==> src/rtl/grp3_pkg.sv <==
package grp3_pkg;
    localparam int BYTE_W = 8;
    localparam int WORD_W = 2 * BYTE_W;
    localparam int FLAG_W = 6;
    localparam int LAT_W  = 6;

    localparam int FB_CF = 0;
    localparam int FB_PF = 1;
    localparam int FB_AF = 2;
    localparam int FB_ZF = 3;
    localparam int FB_SF = 4;
    localparam int FB_OF = 5;

    typedef enum logic [2:0] {
        OP_TEST0 = 3'd0,
        OP_TEST1 = 3'd1,
        OP_NOT   = 3'd2,
        OP_NEG   = 3'd3,
        OP_MUL   = 3'd4,
        OP_IMUL  = 3'd5,
        OP_DIV   = 3'd6,
        OP_IDIV  = 3'd7
    } g3_op_e;

    typedef enum logic [1:0] {
        S_IDLE = 2'd0,
        S_DIV  = 2'd1,
        S_PAD  = 2'd2,
        S_DONE = 2'd3
    } g3_state_e;

    typedef struct packed {
        logic [WORD_W-1:0] ax;
        logic              ax_we;
        logic [BYTE_W-1:0] rm;
        logic              rm_we;
        logic [FLAG_W-1:0] fwe;
        logic [FLAG_W-1:0] fval;
    } g3_res_t;

    function automatic logic even_parity(input logic [BYTE_W-1:0] v);
        return ~^v;
    endfunction
endpackage

==> src/rtl/grp3_latency.sv <==
module grp3_latency import grp3_pkg::*; #(
    parameter bit NEWER_CORE  = 1'b1,
    parameter int LAT_RMW_REG = 1,
    parameter int LAT_RMW_MEM = 3,
    parameter int LAT_MUL     = 13,
    parameter int LAT_IMUL    = 14,
    parameter int LAT_IDIV    = 19
) (
    input  g3_op_e           op,
    input  logic             mem_form,
    output logic [LAT_W-1:0] lat
);
    logic [LAT_W-1:0] test_reg, test_mem, div_lat;

    generate
        if (NEWER_CORE) begin : g_newer
            assign test_reg = LAT_W'(1);
            assign test_mem = LAT_W'(2);
            assign div_lat  = LAT_W'(16);
        end else begin : g_older
            assign test_reg = LAT_W'(2);
            assign test_mem = LAT_W'(5);
            assign div_lat  = LAT_W'(14);
        end
    endgenerate

    always_comb begin
        unique case (op)
            OP_TEST0, OP_TEST1: lat = mem_form ? test_mem : test_reg;
            OP_NOT, OP_NEG:     lat = mem_form ? LAT_W'(LAT_RMW_MEM) : LAT_W'(LAT_RMW_REG);
            OP_MUL:             lat = LAT_W'(LAT_MUL);
            OP_IMUL:            lat = LAT_W'(LAT_IMUL);
            OP_DIV:             lat = div_lat;
            OP_IDIV:            lat = LAT_W'(LAT_IDIV);
        endcase
    end
endmodule

==> src/rtl/grp3_quick.sv <==
module grp3_quick import grp3_pkg::*; (
    input  g3_op_e            op,
    input  logic [BYTE_W-1:0] al,
    input  logic [BYTE_W-1:0] src,
    input  logic [BYTE_W-1:0] imm,
    output g3_res_t           res
);
    logic [BYTE_W-1:0] and_v, neg_v;
    logic [WORD_W-1:0] uprod, sprod;
    logic              s_ovf;

    assign and_v = src & imm;
    assign neg_v = BYTE_W'(0) - src;
    assign uprod = {{BYTE_W{1'b0}}, al} * {{BYTE_W{1'b0}}, src};
    assign sprod = WORD_W'($signed({{BYTE_W{al[BYTE_W-1]}}, al}) *
                           $signed({{BYTE_W{src[BYTE_W-1]}}, src}));
    assign s_ovf = !((&sprod[WORD_W-1:BYTE_W-1]) || !(|sprod[WORD_W-1:BYTE_W-1]));

    always_comb begin
        res = '0;
        unique case (op)
            OP_TEST0, OP_TEST1: begin
                res.fwe         = FLAG_W'((1 << FB_CF) | (1 << FB_PF) | (1 << FB_ZF) |
                                          (1 << FB_SF) | (1 << FB_OF));
                res.fval[FB_ZF] = (and_v == '0);
                res.fval[FB_SF] = and_v[BYTE_W-1];
                res.fval[FB_PF] = even_parity(and_v);
            end
            OP_NOT: begin
                res.rm_we = 1'b1;
                res.rm    = ~src;
            end
            OP_NEG: begin
                res.rm_we       = 1'b1;
                res.rm          = neg_v;
                res.fwe         = '1;
                res.fval[FB_CF] = (src != '0);
                res.fval[FB_AF] = (src[3:0] != 4'd0);
                res.fval[FB_OF] = (src == {1'b1, {(BYTE_W-1){1'b0}}});
                res.fval[FB_ZF] = (neg_v == '0);
                res.fval[FB_SF] = neg_v[BYTE_W-1];
                res.fval[FB_PF] = even_parity(neg_v);
            end
            OP_MUL: begin
                res.ax_we       = 1'b1;
                res.ax          = uprod;
                res.fwe         = FLAG_W'((1 << FB_CF) | (1 << FB_OF));
                res.fval[FB_CF] = |uprod[WORD_W-1:BYTE_W];
                res.fval[FB_OF] = |uprod[WORD_W-1:BYTE_W];
            end
            OP_IMUL: begin
                res.ax_we       = 1'b1;
                res.ax          = sprod;
                res.fwe         = FLAG_W'((1 << FB_CF) | (1 << FB_OF));
                res.fval[FB_CF] = s_ovf;
                res.fval[FB_OF] = s_ovf;
            end
            OP_DIV, OP_IDIV: res = '0;
        endcase
    end
endmodule

==> src/rtl/grp3_divcore.sv <==
module grp3_divcore #(
    parameter int Q_W = 8
) (
    input  logic             clk,
    input  logic             rst_n,
    input  logic             load,
    input  logic [2*Q_W-1:0] num,
    input  logic [Q_W-1:0]   den,
    output logic [Q_W-1:0]   quo,
    output logic [Q_W-1:0]   rem,
    output logic             fin
);
    localparam int STEP_W = $clog2(Q_W + 1);

    logic [Q_W-1:0]    rem_q, quo_q;
    logic [STEP_W-1:0] step_q;
    logic [Q_W:0]      trial;
    logic              fits;

    assign trial = {rem_q, quo_q[Q_W-1]};
    assign fits  = (trial >= {1'b0, den});
    assign fin   = (step_q == STEP_W'(Q_W));
    assign quo   = quo_q;
    assign rem   = rem_q;

    always_ff @(posedge clk) begin
        if (!rst_n) begin
            rem_q  <= '0;
            quo_q  <= '0;
            step_q <= STEP_W'(Q_W);
        end else if (load) begin
            rem_q  <= num[2*Q_W-1:Q_W];
            quo_q  <= num[Q_W-1:0];
            step_q <= '0;
        end else if (!fin) begin
            rem_q  <= fits ? Q_W'(trial - {1'b0, den}) : trial[Q_W-1:0];
            quo_q  <= {quo_q[Q_W-2:0], fits};
            step_q <= step_q + STEP_W'(1);
        end
    end

    AST_REM_BELOW_DIVISOR: assert property (@(posedge clk) disable iff (!rst_n)
        (!load && !fin && (rem_q < den)) |=> (rem_q < den));
endmodule

==> src/rtl/grp3_alu.sv <==
module grp3_alu import grp3_pkg::*; #(
    parameter bit                NEWER_CORE  = 1'b1,
    parameter int                LAT_RMW_REG = 1,
    parameter int                LAT_RMW_MEM = 3,
    parameter int                LAT_MUL     = 13,
    parameter int                LAT_IMUL    = 14,
    parameter int                LAT_IDIV    = 19,
    parameter logic [FLAG_W-1:0] DIV_FLAGS   = 6'b000010
) (
    input  logic              clk,
    input  logic              rst_n,
    input  logic              start,
    input  logic [2:0]        op_sel,
    input  logic              mem_form,
    input  logic [WORD_W-1:0] acc_in,
    input  logic [BYTE_W-1:0] src_in,
    input  logic [BYTE_W-1:0] imm_in,
    output logic              busy,
    output logic              done,
    output logic              div_err,
    output logic              ax_we,
    output logic [WORD_W-1:0] res_ax,
    output logic              rm_we,
    output logic [BYTE_W-1:0] res_rm,
    output logic [FLAG_W-1:0] flg_we,
    output logic [FLAG_W-1:0] flg_val
);
    g3_state_e         state_q, state_d;
    g3_op_e            op_in, op_q;
    g3_res_t           quick_res, res_q;
    logic [LAT_W-1:0]  lat_in, cnt_q;
    logic              accept, div_in, signed_in;
    logic [WORD_W-1:0] num_mag;
    logic [BYTE_W-1:0] den_mag, den_q;
    logic              qneg_q, rneg_q, sdiv_q, povf_q;
    logic [BYTE_W-1:0] div_quo, div_rem, q_fix, r_fix;
    logic              div_fin, q_fits, derr;

    assign op_in     = g3_op_e'(op_sel);
    assign accept    = start && (state_q == S_IDLE);
    assign div_in    = (op_in == OP_DIV) || (op_in == OP_IDIV);
    assign signed_in = (op_in == OP_IDIV);
    assign num_mag   = (signed_in && acc_in[WORD_W-1]) ? (WORD_W'(0) - acc_in) : acc_in;
    assign den_mag   = (signed_in && src_in[BYTE_W-1]) ? (BYTE_W'(0) - src_in) : src_in;

    grp3_latency #(
        .NEWER_CORE (NEWER_CORE),
        .LAT_RMW_REG(LAT_RMW_REG),
        .LAT_RMW_MEM(LAT_RMW_MEM),
        .LAT_MUL    (LAT_MUL),
        .LAT_IMUL   (LAT_IMUL),
        .LAT_IDIV   (LAT_IDIV)
    ) u_lat (
        .op      (op_in),
        .mem_form(mem_form),
        .lat     (lat_in)
    );

    grp3_quick u_quick (
        .op (op_in),
        .al (acc_in[BYTE_W-1:0]),
        .src(src_in),
        .imm(imm_in),
        .res(quick_res)
    );

    grp3_divcore #(.Q_W(BYTE_W)) u_div (
        .clk  (clk),
        .rst_n(rst_n),
        .load (accept && div_in),
        .num  (num_mag),
        .den  (den_q),
        .quo  (div_quo),
        .rem  (div_rem),
        .fin  (div_fin)
    );

    // next-state selection
    always_comb begin
        state_d = state_q;
        unique case (state_q)
            S_IDLE: if (start) begin
                if (lat_in == LAT_W'(1)) state_d = S_DONE;
                else if (div_in)         state_d = S_DIV;
                else                     state_d = S_PAD;
            end
            S_DIV: begin
                if (cnt_q == '0)  state_d = S_DONE;
                else if (div_fin) state_d = S_PAD;
            end
            S_PAD:  if (cnt_q == '0) state_d = S_DONE;
            S_DONE: state_d = S_IDLE;
        endcase
    end

    // state register, latency budget and operand capture
    always_ff @(posedge clk) begin
        if (!rst_n) begin
            state_q <= S_IDLE;
            cnt_q   <= '0;
            op_q    <= OP_TEST0;
            res_q   <= '0;
            den_q   <= '0;
            qneg_q  <= 1'b0;
            rneg_q  <= 1'b0;
            sdiv_q  <= 1'b0;
            povf_q  <= 1'b0;
        end else begin
            state_q <= state_d;
            if (accept) begin
                cnt_q <= (lat_in > LAT_W'(1)) ? (lat_in - LAT_W'(2)) : '0;
                op_q  <= op_in;
                res_q <= quick_res;
                if (div_in) begin
                    den_q  <= den_mag;
                    sdiv_q <= signed_in;
                    qneg_q <= signed_in && (acc_in[WORD_W-1] ^ src_in[BYTE_W-1]);
                    rneg_q <= signed_in && acc_in[WORD_W-1];
                    povf_q <= (num_mag[WORD_W-1:BYTE_W] >= den_mag);
                end
            end else if (((state_q == S_DIV) || (state_q == S_PAD)) && (cnt_q != '0)) begin
                cnt_q <= cnt_q - LAT_W'(1);
            end
        end
    end

    // divide sign fix-up and range decision
    assign q_fix  = qneg_q ? (BYTE_W'(0) - div_quo) : div_quo;
    assign r_fix  = rneg_q ? (BYTE_W'(0) - div_rem) : div_rem;
    assign q_fits = !sdiv_q ||
                    (qneg_q ? (div_quo <= {1'b1, {(BYTE_W-1){1'b0}}})
                            : (div_quo <= {1'b0, {(BYTE_W-1){1'b1}}}));
    assign derr   = povf_q || !q_fits;

    // outputs
    always_comb begin
        busy    = (state_q != S_IDLE);
        done    = (state_q == S_DONE);
        div_err = 1'b0;
        ax_we   = 1'b0;
        res_ax  = '0;
        rm_we   = 1'b0;
        res_rm  = '0;
        flg_we  = '0;
        flg_val = '0;
        if (state_q == S_DONE) begin
            if ((op_q == OP_DIV) || (op_q == OP_IDIV)) begin
                div_err = derr;
                if (!derr) begin
                    ax_we   = 1'b1;
                    res_ax  = {r_fix, q_fix};
                    flg_we  = '1;
                    flg_val = DIV_FLAGS;
                end
            end else begin
                ax_we   = res_q.ax_we;
                res_ax  = res_q.ax;
                rm_we   = res_q.rm_we;
                res_rm  = res_q.rm;
                flg_we  = res_q.fwe;
                flg_val = res_q.fval;
            end
        end
    end

    AST_DONE_SINGLE: assert property (@(posedge clk) disable iff (!rst_n)
        done |=> !done);
    AST_QUIET_UNLESS_DONE: assert property (@(posedge clk) disable iff (!rst_n)
        !done |-> (!ax_we && !rm_we && !div_err && (flg_we == '0)));
    AST_OP_HELD_WHILE_BUSY: assert property (@(posedge clk) disable iff (!rst_n)
        (busy && $past(busy)) |-> $stable(op_q));
    AST_ERR_NO_WRITE: assert property (@(posedge clk) disable iff (!rst_n)
        div_err |-> (done && !ax_we && !rm_we && (flg_we == '0)));
    AST_MUL_CARRY: assert property (@(posedge clk) disable iff (!rst_n)
        (done && (op_q == OP_MUL)) |-> (flg_val[FB_CF] == (res_ax[WORD_W-1:BYTE_W] != '0)));
    AST_IMUL_CARRY: assert property (@(posedge clk) disable iff (!rst_n)
        (done && (op_q == OP_IMUL)) |->
        (flg_val[FB_CF] == !((&res_ax[WORD_W-1:BYTE_W-1]) || !(|res_ax[WORD_W-1:BYTE_W-1]))));
endmodule

==> config.mk <==
export PLATFORM = sky130hd
export DESIGN_NAME = grp3_alu
export DESIGN_NICKNAME = d
export VERILOG_FILES = /design/src/rtl/grp3_pkg.sv /design/src/rtl/grp3_latency.sv /design/src/rtl/grp3_quick.sv /design/src/rtl/grp3_divcore.sv /design/src/rtl/grp3_alu.sv
export SDC_FILE = /design/constraint.sdc
export NUM_CORES = 1
export LEC_CHECK = 0
export CORE_MARGIN = 3
export CORE_UTILIZATION = 45
export CTS_CLUSTER_SIZE = 30
export DETAILED_ROUTE_END_ITERATION = 8
export SETUP_SLACK_MARGIN = 0.5
export SYNTH_ARGS = -nofsm -noshare
export SYNTH_HDL_FRONTEND = slang
export SYNTH_SLANG_ARGS = --single-unit
==> constraint.sdc <==
create_clock -name clk -period 15 [get_ports clk]
set_clock_uncertainty 0.2 [all_clocks]
set_input_delay 3 -clock clk [delete_from_list [all_inputs] [get_ports clk]]
set_output_delay 3 -clock clk [all_outputs]
set_load 0.01 [all_outputs]
==> results.toml <==
[synth]
yosysTopAreaCellShare_pct = 17.4
synth.area.mux_share_pct = 1.07
ys_seq_elements = 77
yosysSeqAreaShare_pct = 15.6
yosysTopAreaCell = "fa_1"
avgSynthCellArea_um2 = 7.92
synthCells = 1250
synthFlopType = "dfxtp_1"
synth_top_family_by_area = "adder cells"
synth_most_common_cell = "inv_1"
synthSimpleGateAreaFrac_pct = 20.4
synth_edf_count = 0
syn_area_um2 = 9900
ys.warnings.count = 0
synth_cell_type_count = 71
syn_nets = 1471
synthAdderAreaFrac_pct = 29.5
async_flop_share_pct = 0
synthTopCellsByArea = "fa_1 17%, dfxtp_1 16%, ha_1 12%"
synth_common_cells = "174 x inv_1, 107 x nand2_1, 96 x ha_1, 96 x nor2_1, 86 x fa_1"
synth_compound_area_share_pct = 17.0
synth-xor-area-share_pct = 7.17

[clocking]
postCtsSetupBuffers = 0
cts_buffers = 9
cts_tree = "built"
cts.sinks = 77
clk_root_buffer_cell = "clkbuf_16"
hold_buffers = 0
clk_pin_slew_ps = 60
cts_buffer_depth = 2
htreeDepth = 3
clk_latency_ps = 350
post_cts_resized = 0

[timing]
hold_violations = 0
setup_tns_ps = 0
period_share_pct = 57.1
rsz0062_at_grt = "no"
max_freq_mhz = 117
relSlewSlack_pct = 23.4
setup_violations = 0
drv_slew = 0
tightest_slew_ps = 1140
layout_min_cycle_time_ps = 8570

[power]
power.density_nw_per_um2 = 159
leakagePower_nw = 4.88
finalPower_mw = 1.78
peakVddDrop_mv = 0.110

[placed_design]
dp.cells = 1548
dp_hpwl_um = 22600
place.gp.congestion = 0.857
portBuffers = 79

[grt]
grt_pass1_wl_um = 45000
grt_antenna_before_repair = 0
grt_max_degree = 61
grt_usage_pct = 23.6
grt_pass1_vias = 8180
overflow = 0

[min_path]
hold_class = "reg2reg"
hp-start = "res_q[31]"

[layout]
drive_gt1_share_pct = 3.80
final_nets = 1505
antenna_cells = 0
fillers = 2071
syn2layout_area_growth_pct = 12.9
regArea_um2 = 1540
fin_cells = 1564
multi_input_area_um2 = 7440
final_core_util_pct = 52.5

[route]
wl_um = 28300
dr.pass1.iters = 5
via_per_inst = 5.46
vias = 8544
antenna_left = 0
drc = 0
wl_per_cell_um = 18.1
drt-initial-drc-count = 560

[worst_setup_path]
critPathLaunchType = "input port"
startpoint = "src_in[4]"
r2r-start = "den_q[1]"
critical_path_required_ps = 15020
crit_arrival_ps = 8580
end_kind = "register"
path_class = "in2reg"
regToRegSetupSlack_ps = 11610
crit_path_max_fanout = 14

[run_status]
status = "completed"

[die]
die-area_um2 = 23800
coreArea_um2 = 21300
die_w_um = 154
start_util_pct = 46.5
io_pins = 80
die_y_um = 154
rows = 53

[flow_run]
max_cap_violations = 0
through the flow:
step	hold slack, ps	area, µm²	setup slack, ps
4_1_cts	255	11200	6420
5_1_grt	274	11200	6060
3_3_place_gp	243	10900	6130
2_1_floorplan	232	9900	6780
3_5_place_dp	246	10900	6040
6_report	255	11200	6430
layout by cell type, fill, tap and decap left out, types with 12 or more instances in the layout:
cell             Yosys  final
xor2_1              39     39
a22oi_1             19     19
nand2b_1            13     13
a211oi_1            19     19
nor2_1              96     95
ha_1                96     96
xnor2_1             42     42
o21ai_0             53     53
a21oi_1             71     71
inv_1              174    174
fa_1                86     86
nor3_1              30     30
nand2_1            107    107
nand3_1             16     16
and2_1              46     46
clkdlybuf4s50_1      0     79
and3_1              18     18
a21o_1              12     12
o31ai_1             12     12
dfxtp_1             77     77
nor2b_1             34     34
state kept, by name, summed over array words and instances (netlist names):
register,count
den_q,8
res_q,35
povf_q,1
qneg_q,1
op_q,2
u_div.rem,8
state_q,2
u_div.quo,8
sdiv_q,1
cnt_q,6
rneg_q,1
u_div.step_q,4
worst max-delay path, cell delays in order:
cell             delay (ps)
clkdlybuf4s50_1         750
nand2_1                 270
inv_1                    80
fa_1                    690
inv_1                   140
fa_1                    550
inv_1                    50
fa_1                    520
inv_1                    50
fa_1                    540
inv_1                    50
ha_1                    270
or4_4                   540
o21a_4                  230
xnor2_1                 230
and4b_1                 230
a41o_1                  180
a21oi_2                  60
o21bai_1                140
power breakdown:
part	switching [mW]	total [mW]	leakage (nW)	internal, mW
registers	0.0456	0.291	0.627	0.246
clock network	0.0959	0.244	0.163	0.148
logic	0.747	1.24	4.09	0.497
kinds of logic (layout without fill, tap and decap cells):
kind of cell,Yosys count,count (layout)
XOR/XNOR,81,81
multiplexers,10,10
AO/OA/AOI/OAI,254,254
adder cells (fa/ha/maj),182,182
buffers and inverters,241,280
AND/OR/NAND/NOR,405,405
flip-flops,77,77
per-layer routing:
metal / vias up / track usage, % / part of all wire, %
met3: 26 / 3.05 / 4.5
li1: 4216 / - / -
met2: 217 / 37.0 / 45
met5: - / 0 / 0
met1: 4085 / 34.7 / 48
met4: 0 / 5.21 / 1.9
layout make-up:
type | count | area share (%)
well taps | 275 | 3.08
flip-flops and latches | 77 | 13.8
multi-input cells | 932 | 66.6
inverters | 175 | 5.88
clock inverters | 7 | 0.918
repair buffers | 89 | 7.74
clock buffers | 9 | 2.01
worst paths after layout:
| check | to | depth (start not counted) |
|---|---|---|
| worst max register to register | u_div.rem[1] | 10 |
| worst max-delay path | res_q[5] | 19 |
| worst min register to register | res_q[31] | 2 |
| worst min-delay path | res_q[31] | 2 |
Note: power is estimated with default switching activity, not from simulation.
